[config.mk]
export PLATFORM = sky130hd
export DESIGN_NAME = imm_gen
export DESIGN_NICKNAME = d
export VERILOG_FILES = /design/src/rtl/imm_gen_pkg.sv /design/src/rtl/imm_half_ext.sv /design/src/rtl/imm_disp_ext.sv /design/src/rtl/imm_gen.sv
export SDC_FILE = /design/constraint.sdc
export NUM_CORES = 1
export LEC_CHECK = 0
export CAP_MARGIN = 15
export CORE_MARGIN = 2
export CORE_UTILIZATION = 29
export DETAILED_ROUTE_END_ITERATION = 10
export GPL_TIMING_DRIVEN = 0
export PLACE_DENSITY = 0.86
export SYNTH_ARGS = -nofsm -noshare
export SYNTH_HDL_FRONTEND = slang
export SYNTH_SLANG_ARGS = --single-unit
[constraint.sdc]
create_clock -name vclk -period 4.5
set_clock_uncertainty 0.05 [all_clocks]
set_input_delay 0.9 -clock vclk [all_inputs]
set_output_delay 0.9 -clock vclk [all_outputs]
set_load 0.01 [all_outputs]
[src/rtl/imm_gen_pkg.sv]
package imm_gen_pkg;

    typedef enum logic [2:0] {
        SEL_NONE    = 3'd0,
        SEL_U16     = 3'd1,
        SEL_U16_HI  = 3'd2,
        SEL_S16     = 3'd3,
        SEL_S16_HI  = 3'd4,
        SEL_LONG_BR = 3'd5,
        SEL_COND_BR = 3'd6
    } imm_sel_e;

    localparam int unsigned HALF_W      = 16;
    localparam int unsigned WORD_SHIFT  = 2;
    localparam int unsigned LONG_BR_MSB = 25;
    localparam int unsigned COND_BR_MSB = 15;

endpackage

[src/rtl/imm_half_ext.sv]
module imm_half_ext #(
    parameter int unsigned XLEN   = 64,
    parameter int unsigned SHIFT  = 0,
    parameter bit          SIGNED = 1'b0
) (
    input  logic [imm_gen_pkg::HALF_W-1:0] field_i,
    output logic [XLEN-1:0]                ext_o
);
    localparam int unsigned TOP = SHIFT + imm_gen_pkg::HALF_W;

    logic fill_d;

    always_comb begin
        fill_d = SIGNED ? field_i[imm_gen_pkg::HALF_W-1] : 1'b0;
        for (int i = 0; i < int'(XLEN); i++) begin
            if (i < int'(SHIFT)) begin
                ext_o[i] = 1'b0;
            end else if (i < int'(TOP)) begin
                ext_o[i] = field_i[i-int'(SHIFT)];
            end else begin
                ext_o[i] = fill_d;
            end
        end
    end

endmodule

[src/rtl/imm_disp_ext.sv]
module imm_disp_ext #(
    parameter int unsigned XLEN    = 64,
    parameter int unsigned FIELD_W = 24
) (
    input  logic [FIELD_W-1:0] words_i,
    output logic [XLEN-1:0]    disp_o
);
    localparam int unsigned LOW_W  = imm_gen_pkg::WORD_SHIFT;
    localparam int unsigned FILL_W = XLEN - FIELD_W - LOW_W;

    always_comb begin
        disp_o = {{FILL_W{words_i[FIELD_W-1]}}, words_i, {LOW_W{1'b0}}};
    end

endmodule

[src/rtl/imm_gen.sv]
module imm_gen #(
    parameter int unsigned XLEN = 64,
    parameter int unsigned ILEN = 32
) (
    input  logic [ILEN-1:0] ins_word,
    input  logic [2:0]      imm_sel,
    output logic [XLEN-1:0] imm_val,
    output logic            imm_vld
);
    import imm_gen_pkg::*;

    localparam int unsigned N_HALF  = 4;
    localparam int unsigned WS      = WORD_SHIFT;
    localparam int unsigned LONG_W  = LONG_BR_MSB - WS + 1;
    localparam int unsigned COND_W  = COND_BR_MSB - WS + 1;

    typedef struct packed {
        logic [XLEN-1:0] val;
        logic            vld;
    } imm_res_t;

    logic [XLEN-1:0] half_ext [N_HALF];
    logic [XLEN-1:0] long_disp;
    logic [XLEN-1:0] cond_disp;
    imm_res_t        res_d;

    // Index 0: unsigned, 1: unsigned-high, 2: signed, 3: signed-high
    for (genvar g = 0; g < int'(N_HALF); g++) begin : g_half
        imm_half_ext #(
            .XLEN   (XLEN),
            .SHIFT  ((g % 2 == 1) ? HALF_W : 0),
            .SIGNED (g >= 2)
        ) u_half (
            .field_i (ins_word[HALF_W-1:0]),
            .ext_o   (half_ext[g])
        );
    end

    imm_disp_ext #(
        .XLEN    (XLEN),
        .FIELD_W (LONG_W)
    ) u_long (
        .words_i (ins_word[LONG_BR_MSB:WS]),
        .disp_o  (long_disp)
    );

    imm_disp_ext #(
        .XLEN    (XLEN),
        .FIELD_W (COND_W)
    ) u_cond (
        .words_i (ins_word[COND_BR_MSB:WS]),
        .disp_o  (cond_disp)
    );

    always_comb begin
        res_d.val = '0;
        res_d.vld = 1'b1;
        case (imm_sel)
            SEL_U16:     res_d.val = half_ext[0];
            SEL_U16_HI:  res_d.val = half_ext[1];
            SEL_S16:     res_d.val = half_ext[2];
            SEL_S16_HI:  res_d.val = half_ext[3];
            SEL_LONG_BR: res_d.val = long_disp;
            SEL_COND_BR: res_d.val = cond_disp;
            default: begin
                res_d.val = '0;
                res_d.vld = 1'b0;
            end
        endcase
    end

    assign imm_val = res_d.val;
    assign imm_vld = res_d.vld;

endmodule

# Word-level counts from Yosys, hierarchy flattened
# Cells that the tools add are included.
# totals
register_bits,0
input_bits,35
out_inout_bits,65
word_cells,9
# op_classes
eq_ne,6
mux,2
n_reduce_logical,1
# ops
cell,n
case mux 64 bit (6 select lines),1
"== test 3 bit, second input constant",3
"== test 3 x 2 -> 1 bit, second input constant",2
OR reduction 6 bit,1
"== test 3 x 1 -> 1 bit, second input constant",1
two-way mux 1 bit,1

# Depth between registers and ports, before layout
# logic_depth
ltp_word,3
ltp_mapped,5
depth_no_buf,3

# Modules after synthesis
# From an unflattened synthesis, not the netlist that was laid out.
# hier_totals
hier_cells,824
area_unflattened_um2,6449.9
# by_module_without_submodules
module,instances,cells_each,area_each_um2,seq_area_each_um2
imm_gen,1,435,3548.4,0.0
imm_half_ext at g_half[0].u_half ...,3,65,484.2,0.0
imm_disp_ext,2,65,484.2,0.0
imm_half_ext at g_half[2].u_half,1,64,480.5,0.0

# Least setup slack after synthesis
# OpenSTA, ideal clock, no wires.
# synth_path
path_type,input port to output port
startpoint,input port imm_sel[2]
endpoint,output port imm_val[33]
arrival_time_ns,2.982
required_ns,3.550
setup_slack_ns,0.568
path_stages,5
n_path_buf,2
path_cell_list,buf_4 > nor2b_4 > a22oi_1 > mux2i_1 > buf_4
# synth_via
elab_chain_cells,2
word_cells_on_any_way,7
cone_classes,eq/ne (6); mux (1)
# synth_rtl
item,line,source
start: declaration,imm_gen.sv:6,"input logic [2:0] imm_sel,"
== test 3 bit (tied with other cells),imm_gen.sv:58,case (imm_sel)
case mux 64 bit (6 select lines) (*),imm_gen.sv:58,
end: declaration,imm_gen.sv:7,"output logic [XLEN-1:0] imm_val,"
# Every way passes the cells marked *; elsewhere a longest branch is shown, timed or not.

# Final worst setup path
# layout_path
startpoint,input port imm_sel[1]
endpoint,output port imm_val[61]
# The elaborated chain is that of the path after synthesis.

==> results.yml <==
cts:
  cts_resized: 0
  postCtsSetupBuffers: 0
  hold_buffers: 0
synth:
  ys_seq_area_frac: 0
  synth_cells: 143
  synth_nets: 178
  yosysWarnings: 0
  postSynthAreaPerCell_sq_um: 6.35
  netlist_area_sq_um: 908
  synth_cell_types: 25
finish:
  area_growth_pct: 110
  antenna_cells: 0
  clockBufferCount: 0
  final_nets: 273
  instances_no_fill: 280
  drive_gt1_frac: 0.199
  final_core_util: 0.629
  seq_cells: 0
  finalInstanceArea_sq_um: 1900
  seqCellArea_sq_um: 0
global_routing:
  grt_pass1_wl_um: 4810
  grt_max_degree: 21
  grt_use_total: 0.165
  antenna_found_initial: 0
  grt_pass1_vias: 1054
  grt.overflow.total: 0
timing:
  finalHoldViolCount: 0
  max_freq_mhz: 235
  relSlewSlack: 0.559
  worst_pin_slew_ps: 649
  rsz0062_at_grt: "no"
  final-setup-viol-count: 0
  min_period_ps: 4250
  drv_slew: 0
  period_share: 0.944
  tns_ps: 0
die:
  core_region_area_sq_um: 3030
  die_x_um: 60.0
  initial_core_util: 0.300
  dieArea_sq_um: 3600
  fp.dieH_um: 60.0
  ios: 100
  fp-row-count: 20
route:
  drt_iter0_markers: 46
  drcViolationCount: 0
  wl_per_cell_um: 11.4
  drtAntennaViolNets: 0
  wl_um: 3200
  post_drt_via_cell_ratio: 4.45
  firstDrtPassIters: 4
  vias: 1246
worst_setup_path:
  crit_path_max_fanout: 20
  worst_setup_path_end_kind: "primary output"
  critPathKind: "input pin to primary output"
  setup.worst_path.end: "imm_val[61]"
  crit_arrival_ps: 3300
  start_kind: "input pin"
  worstPathRequired_ps: 3550
  cp-startpoint: "imm_sel[1]"
min_path:
  min_from: "imm_sel[2]"
  hold_class: "input pin to primary output"
power_and_ir_drop:
  power.density_nw_per_um2: 126
  max-vdd-ir-drop_v: 0.0000606
  leakage_nw: 0.810
  p_total_uw: 240
place:
  place_area_sq_um: 1900
  port_buffers: 92
  place_hpwl_um: 2600
  dp.cells: 280
  gp_congestion: 0.821
run:
  maxCapViolations: 0
outcome:
  status: "complete, no violations"
## layer usage
| metal | up-vias | wire length (um) | track usage | part of all wire |
|---|---|---|---|---|
| met5 | - | 0 | 0 | 0 |
| met4 | 0 | 42 | 0.0222 | 0.013 |
| met3 | 4 | 135 | 0.00649 | 0.042 |
| met2 | 41 | 1600 | 0.297 | 0.50 |
| met1 | 565 | 1420 | 0.223 | 0.44 |
| li1 | 636 | - | - | - |
## layout make-up
class	instances	area [sq um]
fill	303	1120
timing repair buffer	93	936
multi-input combinational	101	604
buffer	41	304
tap	44	55.1
inverter	1	3.75
## synth_stat cells (all sizes together)
cell | instances | area (sq um)
a22o | 1 | 8.76
and2 | 11 | 71.3
clkbuf | 1 | 5.00
o21ai | 30 | 150
buf | 40 | 299
nor3 | 1 | 5.00
o22ai | 1 | 6.26
and3b | 2 | 17.5
xor2 | 1 | 16.3
nand2 | 3 | 11.3
nand3 | 15 | 75.1
and3 | 1 | 6.26
and2b | 1 | 10.0
nor2 | 2 | 7.51
nor2b | 29 | 189
mux2i | 1 | 10.0
a22oi | 1 | 7.51
nand4b | 1 | 8.76
inv | 1 | 3.75
## placed cells by master, fill, tap and decap left out, drive strengths merged
cell | synthesis | layout
clkdlybuf4s50 | 0 | 92
buf | 40 | 41
o21ai | 30 | 30
nor2b | 29 | 29
nand3 | 15 | 15
and2 | 11 | 11
nand2 | 3 | 3
nor2 | 2 | 2
and3b | 2 | 2
and3 | 1 | 1
nor3 | 1 | 1
clkbuf | 1 | 1
and2b | 1 | 1
nand4b | 1 | 1
xor2 | 1 | 1
inv | 1 | 1
o22ai | 1 | 1
a22o | 1 | 1
a22oi | 1 | 1
mux2i | 1 | 1
## critical path: stages
cell	delay [ps]
clkdlybuf4s50_1	570
nor2b_4	260
a22oi_1	120
mux2i_2	540
buf_8	240
buf_4	120
clkdlybuf4s50_1	530
## report_power, final
group	total (mW)	switching, mW	internal, mW	leakage (nW)
registers	0	0	0	0
clock network	0	0	0	0
logic	0.240	0.0901	0.150	0.810
## worst min-delay path by stage
stage,endpoint,slack [ps],depth (start not counted)
final,imm_vld,2560,4
after global routing,imm_val[0],2600,3
after CTS,imm_val[0],2570,3
after detailed placement,imm_vld,2560,4
after global placement,imm_val[1],2560,3
after floorplan,imm_val[15],1860,2
## cells by family after synthesis
group                  after synthesis  synth area share
multiplexers                         1            0.0110
XOR/XNOR                             1            0.0179
AO/OA/AOI/OAI                       33             0.190
AND/OR/NAND/NOR                     66             0.442
buffers and inverters               42             0.339
## metrics by stage
stage               setup WS (ps)  hold WS, ps
floorplan                     568         1860
global placement             -743         2560
detailed placement            234         2560
CTS                           218         2570
global route                 96.3         2600
finish                        251         2560
No activity file was read; power rests on OpenSTA's default activity.
